<file path="config.mk">
export PLATFORM = sky130hd
export DESIGN_NAME = pcnt_top
export DESIGN_NICKNAME = d
export VERILOG_FILES = /design/src/rtl/pcnt_pkg.sv /design/src/rtl/pcnt_ctrl.sv /design/src/rtl/pcnt_bits.sv /design/src/rtl/pcnt_carry.sv /design/src/rtl/pcnt_top.sv
export SDC_FILE = /design/constraint.sdc
export NUM_CORES = 1
export LEC_CHECK = 0
export BUFFER_PORTS_ARGS = -buffer_cell sky130_fd_sc_hd__buf_2
export CAP_MARGIN = 20
export CORE_AREA = 3 3 40 42
export CTS_CLUSTER_SIZE = 12
export DETAILED_ROUTE_END_ITERATION = 8
export DIE_AREA = 0 0 43 45
export PLACE_DENSITY = 0.52
export SYNTH_ARGS = -nofsm -noshare
export SYNTH_HDL_FRONTEND = slang
export SYNTH_SLANG_ARGS = --single-unit
</file>
<file path="constraint.sdc">
create_clock -name clk -period 1.42 [get_ports clk]
set_input_delay 0 -clock clk [delete_from_list [all_inputs] [get_ports clk]]
set_output_delay 0 -clock clk [all_outputs]
set_load 0.02 [all_outputs]
</file>
<file path="src/rtl/pcnt_pkg.sv">
package pcnt_pkg;

  // Action chosen for the next rising edge, in priority order
  typedef enum logic [1:0] {
    ACT_HOLD  = 2'd0,
    ACT_COUNT = 2'd1,
    ACT_LOAD  = 2'd2,
    ACT_CLEAR = 2'd3
  } pcnt_act_e;

  // Binary increment that wraps at 2**w
  function automatic int unsigned wrap_inc(int unsigned v, int unsigned w);
    int unsigned span;
    span = 32'd1 << w;
    return (v + 32'd1) % span;
  endfunction

  // Largest value a w-bit counter can hold
  function automatic int unsigned top_value(int unsigned w);
    return (32'd1 << w) - 32'd1;
  endfunction

endpackage

</file>
<file path="src/rtl/pcnt_ctrl.sv">
module pcnt_ctrl
  import pcnt_pkg::*;
(
  input  logic      rst_n,
  input  logic      load_n,
  input  logic      en_p,
  input  logic      en_t,
  output pcnt_act_e act,
  output logic      do_clear,
  output logic      do_load,
  output logic      do_count,
  output logic      do_hold
);

  // Fixed priority: clear, then load, then count, else hold
  always_comb begin
    if (!rst_n)               act = ACT_CLEAR;
    else if (!load_n)         act = ACT_LOAD;
    else if (en_p && en_t)    act = ACT_COUNT;
    else                      act = ACT_HOLD;
  end

  assign do_clear = (act == ACT_CLEAR);
  assign do_load  = (act == ACT_LOAD);
  assign do_count = (act == ACT_COUNT);
  assign do_hold  = (act == ACT_HOLD);

endmodule

</file>
<file path="src/rtl/pcnt_bits.sv">
module pcnt_bits
  import pcnt_pkg::*;
#(
  parameter int WIDTH = 4
) (
  input  logic             clk,
  input  pcnt_act_e        act,
  input  logic [WIDTH-1:0] din,
  output logic [WIDTH-1:0] q,
  output logic [WIDTH-1:0] lower_full
);

  logic [WIDTH-1:0] q_r;

  // lower_full[i]: every bit below i is one, so bit i toggles on count
  assign lower_full[0] = 1'b1;
  for (genvar i = 1; i < WIDTH; i++) begin : g_chain
    assign lower_full[i] = lower_full[i-1] & q_r[i-1];
  end

  // One toggle-enable flip-flop per bit
  for (genvar i = 0; i < WIDTH; i++) begin : g_bit
    always_ff @(posedge clk) begin
      unique case (act)
        ACT_CLEAR: q_r[i] <= 1'b0;
        ACT_LOAD:  q_r[i] <= din[i];
        ACT_COUNT: q_r[i] <= q_r[i] ^ lower_full[i];
        default:   q_r[i] <= q_r[i];
      endcase
    end
  end

  assign q = q_r;

endmodule

</file>
<file path="src/rtl/pcnt_carry.sv">
module pcnt_carry #(
  parameter int WIDTH = 4
) (
  input  logic             en_t,
  input  logic [WIDTH-1:0] q,
  output logic             at_top,
  output logic             carry
);

  assign at_top = &q;
  assign carry  = en_t & at_top;

endmodule

</file>
<file path="src/rtl/pcnt_top.sv">
module pcnt_top
  import pcnt_pkg::*;
#(
  parameter int WIDTH = 4
) (
  input  logic             clk,
  input  logic             rst_n,
  input  logic             load_n,
  input  logic             en_p,
  input  logic             en_t,
  input  logic [WIDTH-1:0] din,
  output logic [WIDTH-1:0] q,
  output logic             carry_o
);

  localparam int unsigned TOP = top_value(WIDTH);

  pcnt_act_e        act;
  logic             do_clear, do_load, do_count, do_hold;
  logic [WIDTH-1:0] lower_full;
  logic             at_top;

  pcnt_ctrl u_ctrl (
    .rst_n   (rst_n),
    .load_n  (load_n),
    .en_p    (en_p),
    .en_t    (en_t),
    .act     (act),
    .do_clear(do_clear),
    .do_load (do_load),
    .do_count(do_count),
    .do_hold (do_hold)
  );

  pcnt_bits #(.WIDTH(WIDTH)) u_bits (
    .clk       (clk),
    .act       (act),
    .din       (din),
    .q         (q),
    .lower_full(lower_full)
  );

  pcnt_carry #(.WIDTH(WIDTH)) u_carry (
    .en_t  (en_t),
    .q     (q),
    .at_top(at_top),
    .carry (carry_o)
  );

  // exactly one action per edge; clear wins and zeroes the count
  p_one_action_r1: assert property (@(posedge clk)
    $countones({do_clear, do_load, do_count, do_hold}) == 1);
  p_clear_r1: assert property (@(posedge clk)
    !rst_n |=> (q == '0));

  // preset copies the data bus whatever the enables are
  p_load_r2: assert property (@(posedge clk) disable iff (!rst_n)
    !load_n |=> (q == $past(din)));

  // increment with wrap
  p_count_r3: assert property (@(posedge clk) disable iff (!rst_n)
    (load_n && en_p && en_t) |=>
      (int'(q) == int'(wrap_inc(int'($past(q)), WIDTH))));
  p_wrap_r5: assert property (@(posedge clk) disable iff (!rst_n)
    (load_n && en_p && en_t && (int'(q) == int'(TOP))) |=> (q == '0));

  // no change without both enables
  p_hold_r4: assert property (@(posedge clk) disable iff (!rst_n)
    (load_n && !(en_p && en_t)) |=> $stable(q));

  // carry only at the top value with the chain enable set
  p_carry_top_r6: assert property (@(posedge clk) disable iff (!rst_n)
    carry_o |-> (int'(q) == int'(TOP)) && en_t);
  p_carry_on_r6: assert property (@(posedge clk) disable iff (!rst_n)
    (en_t && at_top) |-> carry_o);

endmodule

</file>
-- Yosys cells after proc, flatten, opt, wreduce, memory -nomap -nowiden
Index checks and enable logic that the tools add are counted.
- register bits: 4
- muxes and demuxes: 7
- bitwise logic cells: 7
- equal/unequal tests: 3
- reductions and logical operators: 3
- operators by type and width (operator ; count):
    $pmux 1 s3 ; 4
    $eq 2x2->1 const B ; 2
    $mux 2 ; 2
    $reduce_and 4->1 ; 1
    $and 1x1->1 ; 3
    $reduce_bool 3->1 ; 1
    $xor 1x1->1 ; 3
    $eq 2x1->1 const B ; 1
    $logic_and 1x1->1 ; 1
    $mux 1 ; 1
    $not 1->1 ; 1

-- Longest topological paths before layout
Gate-level depths: netlist of the first run.
- word-level depth: 6
- gate-level depth with buffers: 4
- gate-level depth less buffers: 4

-- Hierarchy
Synthesis of the first run repeated with hierarchy kept, for this count alone.
- cells, all modules: 36
- area, all modules: 336.6 um2
- modules (own cells, without submodules) (module ; area an instance (um2) ; instances ; cells an instance):
    pcnt_bits ; 280.3 ; 1 ; 26
    pcnt_ctrl ; 38.8 ; 1 ; 8
    pcnt_carry ; 17.5 ; 1 ; 2

-- Worst setup path before layout of the first run
Ideal clock, no wire load.
- path type: reg-to-reg
- start: register u_bits.q_r[0] (netlist: u_bits.lower_full[1])
- end: register u_bits.q_r[2] (netlist: u_bits.q[2]) (data pin)
- buffers on the path: 0
- period minus slack after synthesis: 1.382 ns
- setup slack: 0.038 ns
- stages on the path, launching flop included: 5
- arrival: 1.126 ns
- path through: edfxtp_1 ha_1 ha_1 nand4_1 a21boi_1
- cells in the longest elaborated chain, start to end: 3
- ends and longest elaborated chain (item ; line ; RTL):
    start, declared ; pcnt_bits.sv:13 ; logic [WIDTH-1:0] q_r;
    start signal, assigned by index ; pcnt_bits.sv:26 ; ACT_LOAD: q_r[i] <= din[i];
    start signal, assigned by index ; pcnt_bits.sv:27 ; ACT_COUNT: q_r[i] <= q_r[i] ^ lower_full[i];
    start signal, assigned by index ; pcnt_bits.sv:28 ; default: q_r[i] <= q_r[i];
    $and 1x1->1 ; pcnt_bits.sv:18 ; assign lower_full[i] = lower_full[i-1] & q_r[i-1];
    $xor 1x1->1 ; pcnt_bits.sv:27 ;
    $pmux 1 s3 ; pcnt_bits.sv:24 ; unique case (act)
Every way passes these cells.
A chain may end at the register's enable or synchronous reset.

-- Worst setup path after layout of the first run
- start: register u_bits.q_r[0] (netlist: u_bits.lower_full[1])
- end: register u_bits.q_r[3] (netlist: u_bits.q[3]) (data pin)
- cells in the longest elaborated chain, start to end: 4
- ends and longest elaborated chain (item ; line):
    $and 1x1->1 (2 in series) ; pcnt_bits.sv:18
    $xor 1x1->1 ; pcnt_bits.sv:27
    $pmux 1 s3 ; pcnt_bits.sv:24
Every way passes these cells.

==> qor.txt, run 1 <==
clk buf depth: 2
crit-path most repeated cell: ha_1
crit path buf inv count: 0
register area: 120.1 um2
worst path required time: 1.40 ns
Fmax: 0.7511 GHz
Sw Share: 0.2568
Fill cells: 144
Seq/Total Area, Yosys: 0.4550
post-layout util: 0.2795
Overflow after GRT: 0
CP max-delay cell: edfxtp_1
vias: 245
VDD IR max: 316.3 uV
clk sinks: 4
Synth Area in Adders: 0.09479
max incr delay on CP: 0.40 ns
Flop pwr share: 0.419
post-CTS setup buffers: 0
dpl cells: 50
Root Buffer: clkbuf_4
Final Wtd Congestion: 0.7334
clock-pin slew on the worst setup and hold paths: 0.04 ns
delay-heaviest family, CP: adder cells
post-route insts no fill: 53
clock share of power: 0.404
DR vias/cell: 4.623
Mapped Area: 264.0 um2
DRC errors left: 0
Static Leak: 0.1633 nW
number of global-route vias before repair: 251
TritonRoute pass-1 iters: 3
antenna violations before repair: 0
H-tree Lvls: 1
Final Skew: 0.001104 ns
Mapped Cells: 23
Routed Antenna Nets: 0
I/O pin cnt: 14
CTS tree: built
combinational family with the most area after synthesis: simple AND/OR/NAND/NOR gates
mux contribution to synthesized area: 0
fin worst setup slack: 0.08868 ns
Synthesized Nets: 34
Max Slew Vio Count: 0
drt total wl: 622 um
Iteration-0 DRC Markers: 2
I/O Buffers: 13
NetSw: 0.00009087 W
crit-path cells: ha_1 -> ha_1 -> xnor2_1 -> o21ai_0
post-cts gate resize count: 0
Initial Util: 0.2055
max-cap violations: 0
largest net degree at the start of global routing: 10
mean routed wirelength per cell: 11.74 um
Power Internal: 0.0002630 W
Tcrit/Tclk final: 0.9375
row count: 13
hold buffers post-CTS: 0
post-route minimum period: 1.331 ns
ant diodes: 0
CP startpoint kind: register
crit path max fanout: 3
Gate power share: 0.177
status: completed
Post-Place Worst Slack: 0.09163 ns
Total Routing Usage GR: 0.07531
kind of critical path: reg2reg
area grow syn2layout: 36.02%
Synth Area in Compound Gates: 0.1043
share of cells above drive strength 1: 0.4211
RSZ-0062 raised after global routing: no
Chip Height: 45 um
Synth Area in Simple Gates: 0.2701
Critical Path AT: 1.31 ns
number of synthesized register bits: 4
placed inst area: 336.6 um2
footprint of the multi-input gates: 132.6 um2
setup violators final: 0
critical path capture point type: register
Inserted Clock Buffers: 3
actual slew at the worst max-slew pin: 0.2304 ns
final net count: 51
Hold Violations, Final: 0
Die Wd: 43 um
Synth Area in XOR/XNOR: 0.03318
die area: 0.001935 mm2
Clock Latency Late Sink: 0.23 ns
Netlist cell types: 13
design area: 359.1 um2
Max-slew headroom: 0.8460
HP Class: in2reg
CORE AREA: 0.001285 mm2
Final HPWL DP: 479.7 um
post-synthesis area per instance: 11.48 um2
TNS Setup: 0 ns
Warnings, synthesis: 0
Power Density: 985.4 mW/mm2
global-route wire length before repair: 1021 um
==> worst reg2reg max path: cells and delay by family, from the launching register on <==
family          cells  cell delay [ns]
compound gates      1             0.10
xor+xnor            1             0.14
flops               1             0.40
fa+ha+maj           2             0.43
==> power by group through the flow <==
| stage | clock network (W) | logic, W | registers (W) |
|---|---|---|---|
| finish | 0.000143 | 0.0000625 | 0.000148 |
| global route | 0.000157 | 0.0000685 | 0.000150 |
| CTS | 0.000151 | 0.0000631 | 0.000148 |
| detailed placement | 0 | 0.0000628 | 0.000151 |
| global placement | 0 | 0.0000628 | 0.000149 |
| floorplan | 0 | 0.0000239 | 0.000162 |
==> path summary, 6_finish.rpt <==
kind | from | to | slack (ns) | depth (start not counted)
worst max-delay path | u_bits.lower_full[1] | u_bits.q[3] | 0.09 | 4
worst min-delay path | din[3] | u_bits.q[3] | 0.09 | 3
worst max register to register | u_bits.lower_full[1] | u_bits.q[3] | 0.09 | 4
worst min register to register | u_bits.q[3] | u_bits.q[3] | 0.71 | 2
==> sequential cells by signal, indices dropped and copies added (netlist names) <==
register / cells
u_bits.q: 3
u_bits.lower_full: 1
==> metrics by stage <==
| step | total power [W] | hold WS (ns) |
|---|---|---|
| after global placement | 0.0002121 | 0.3170 |
| after floorplan | 0.0001854 | 0.2178 |
| after CTS | 0.0003627 | 0.07829 |
| after global routing | 0.0003756 | 0.1034 |
| after detailed placement | 0.0002134 | 0.3244 |
| final | 0.0003539 | 0.08588 |
==> layout make-up <==
cell class,instances,share of cell area
clock buffer,3,0.06272
multi-input combinational,18,0.3693
sequential,4,0.3345
tap,15,0.05226
timing repair buffer,13,0.1812
==> metal layers <==
metal | vias to the layer above | wire length, um | share of wire | global-route usage
met5 | - | 0 | 0 | 0
met4 | 0 | 6 | 0.0096 | 0.07229
met3 | 2 | 71 | 0.11 | 0.02390
met2 | 11 | 256 | 0.41 | 0.1138
met1 | 109 | 288 | 0.46 | 0.08313
li1 | 123 | - | - | -
==> kinds of logic (layout without fill, tap and decap cells) <==
| kind of cell | count (synthesis) | in the layout |
|---|---|---|
| XOR/XNOR | 1 | 1 |
| adder cells (fa/ha/maj) | 2 | 2 |
| AO/OA/AOI/OAI | 4 | 4 |
| AND/OR/NAND/NOR | 11 | 11 |
| flip-flops | 4 | 4 |
| buffers and inverters | 1 | 16 |
==> cell usage after synthesis <==
master | count | area share
edfxtp_1 | 4 | 0.45
a21boi_1 | 3 | 0.085
nand2b_1 | 3 | 0.071
nand4_1 | 3 | 0.071
ha_1 | 2 | 0.095
and4_1 | 1 | 0.033
buf_6 | 1 | 0.043
nand2_1 | 1 | 0.014
nand3_1 | 1 | 0.019
nand3b_1 | 1 | 0.028
nand4b_1 | 1 | 0.033
o21ai_0 | 1 | 0.019
xnor2_1 | 1 | 0.033
==> layout by cell type (no fill, tap or decap) <==
cell type  Yosys  routed
and4_1         1       1
nand2_1        1       1
xnor2_1        1       1
edfxtp_1       4       4
nand3_1        1       1
nand4b_1       1       1
nand3b_1       1       1
buf_2          0      13
a21boi_1       3       3
nand2b_1       3       3
clkbuf_4       0       3
o21ai_0        1       1
ha_1           2       2
nand4_1        3       3
Note: power is estimated with default switching activity, not from simulation.
==> inputs of run 2 (changes only) <==
- BUFFER_PORTS_ARGS: -buffer_cell sky130_fd_sc_hd__buf_2 -> -buffer_cell sky130_fd_sc_hd__buf_4
- CORE_AREA: 3 3 40 42 -> 10 10 47 49
- DIE_AREA: 0 0 43 45 -> 0 0 57 59
==> run 2 against run 1 <==
Effect of this change: sequential cell count stayed put; global-route usage decreased by 3.3 points; setup slack better by 0.027 ns; wire length is 12% higher; clock power hardly changed; critical path depth is the same; hold slack worse by 0.0050 ns; critical path type unchanged.
==> qor.txt, run 2 (synthesis results as in run 1) <==
Overflow after GRT: 0 (unchanged)
die area: 0.003363 mm2 (+74%)
Final Skew: 0.0009624 ns (-0.0001417 ns)
CORE AREA: 0.001401 mm2 (+9.1%)
Chip Height: 59 um (+31%)
I/O Buffers: 13 (unchanged)
Inserted Clock Buffers: 3 (unchanged)
RSZ-0062 raised after global routing: no
crit path max fanout: 3 (unchanged)
setup violators final: 0 (unchanged)
largest net degree at the start of global routing: 10 (unchanged)
max-cap violations: 0 (unchanged)
ant diodes: 0 (unchanged)
Tcrit/Tclk final: 0.9188 (-0.01872)
Post-Place Worst Slack: 0.1211 ns (+0.02949 ns)
Static Leak: 0.1716 nW (+5.0%)
fin worst setup slack: 0.1153 ns (+0.02658 ns)
CTS tree: built
clk sinks: 4 (unchanged)
number of global-route vias before repair: 247 (-1.6%)
worst path required time: 1.40 ns (about the same)
clock-pin slew on the worst setup and hold paths: 0.04 ns (about the same)
DR vias/cell: 4.370 (-5.5%)
leading cell type in the layout, fill and taps excluded: buf_4
crit-path cells: ha_1 -> ha_1 -> xnor2_1 -> o21ai_0
actual slew at the worst max-slew pin: 0.2263 ns (-0.004125 ns)
crit-path most repeated cell: ha_1
Worst Hold Path Cells: 3 (unchanged)
vias: 236 (-3.7%)
antenna violations before repair: 0 (unchanged)
Critical R2R Capture: u_bits.q[3]
crit path buf inv count: 0 (unchanged)
Power Density: 935.8 mW/mm2 (-5.0%)
R2R setup slack: 0.12 ns (+0.03 ns)
max incr delay on CP: 0.41 ns (about the same)
area grow syn2layout: 48.82%
CP startpoint kind: register
Max Slew Vio Count: 0 (unchanged)
TritonRoute pass-1 iters: 4 (+1)
row count: 14 (+1)
DRC errors left: 0 (unchanged)
Die Wd: 57 um (+33%)
kind of critical path: reg2reg
hold buffers post-CTS: 0 (unchanged)
Fmax: 0.7664 GHz (+2.0%)
I/O pin cnt: 14 (unchanged)
post-route minimum period: 1.305 ns (-0.02658 ns)
CP max-delay cell: edfxtp_1
delay-heaviest family, CP: adder cells
r2r worst-path depth: 4 (unchanged)
status: completed
post-CTS setup buffers: 0 (unchanged)
Root Buffer: clkbuf_4
Max-slew headroom: 0.8487 (+0.002757)
VDD IR max: 237.9 uV (-25%)
Routed Antenna Nets: 0 (unchanged)
TNS Setup: 0 ns (unchanged)
Clock Latency Late Sink: 0.24 ns (about the same)
Hold Violations, Final: 0 (unchanged)
Critical Path AT: 1.28 ns (-0.03 ns)
Final Wtd Congestion: 0.6675 (-9.0%)
Hold Crit Start: din[3]
Critical R2R Launch: u_bits.lower_full[1]
H-tree Lvls: 1 (unchanged)
Largest register FFs: 3 (unchanged)
mean routed wirelength per cell: 12.94 um (+10%)
Initial Util: 0.1884 (-0.01706)
share of cells above drive strength 1: 0.4211 (unchanged)
post-cts gate resize count: 0 (unchanged)
global-route wire length before repair: 1069 um (+4.7%)
final net count: 51 (unchanged)
most frequent cells in the layout: buf_4 (13), edfxtp_1 (4)
clk buf depth: 2 (unchanged)
HP Class: in2reg
critical path capture point type: register
Iteration-0 DRC Markers: 7 (+5)
WHS Endpoint: u_bits.q[3]
Total Routing Usage GR: 0.04203 (-0.03329)
drt total wl: 699 um (+12%)
[run 2: how the worst max path moves through the flow]
| stage | slack [ns] | cells after the start | endpoint | start |
|---|---|---|---|---|
| 2_1_floorplan | 0.04 | 4 | u_bits.q[2] | u_bits.lower_full[1] |
| 6_report | 0.12 | 4 | u_bits.q[3] | u_bits.lower_full[1] |
| 4_1_cts | 0.11 | 4 | u_bits.q[3] | u_bits.lower_full[1] |
| 3_3_place_gp | 0.09 | 4 | u_bits.q[3] | u_bits.lower_full[1] |
| 5_1_grt | 0.002 | 4 | u_bits.q[3] | u_bits.lower_full[1] |
| 3_5_place_dp | 0.12 | 4 | u_bits.q[2] | u_bits.lower_full[1] |
[run 2: routing by layer]
metal	track usage	part of all wire	routed length [um]
met4	0.04027	0	0
met5	0	0	0
met2	0.04031	0.34	237
met1	0.05263	0.51	357
met3	0.03219	0.15	104
[run 2: layout make-up]
| class | instances | area, um2 |
|---|---|---|
| Clock buffer | 3 | 22.52 |
| Fill cell | 162 | 1008 |
| Multi-Input combinational cell | 18 | 132.6 |
| Sequential cell | 4 | 120.1 |
| Tap cell | 16 | 20.02 |
| Timing Repair Buffer | 13 | 97.59 |
[run 2: stage by stage]
| stage | hold WS (ns) | std cells | power [W] | instance area, um2 | util |
|---|---|---|---|---|---|
| 2_1_floorplan | 0.2178 | 23 | 0.0001854 | 264.0 | - |
| 3_3_place_gp | 0.3107 | 51 | 0.0002258 | 370.4 | 0.2643 |
| 3_5_place_dp | 0.3292 | 51 | 0.0002252 | 370.4 | 0.2643 |
| 4_1_cts | 0.07947 | 54 | 0.0003765 | 392.9 | 0.2804 |
| 5_1_grt | 0.1146 | 54 | 0.0003879 | 392.9 | 0.2804 |
| 6_report | 0.08086 | 54 | 0.0003676 | 392.9 | 0.2804 |
[run 2: worst register-to-register path, stage by stage, from the launching register on]
cell and delay [ns]:
edfxtp_1 0.41, ha_1 0.23, ha_1 0.19, xnor2_1 0.12, o21ai_0 0.10
[run 2: power breakdown]
group	switching (W)	total [W]	internal [W]
registers	0.00000748	0.000149	0.000142
logic	0.0000352	0.0000731	0.0000378
clock network	0.0000503	0.000145	0.0000948
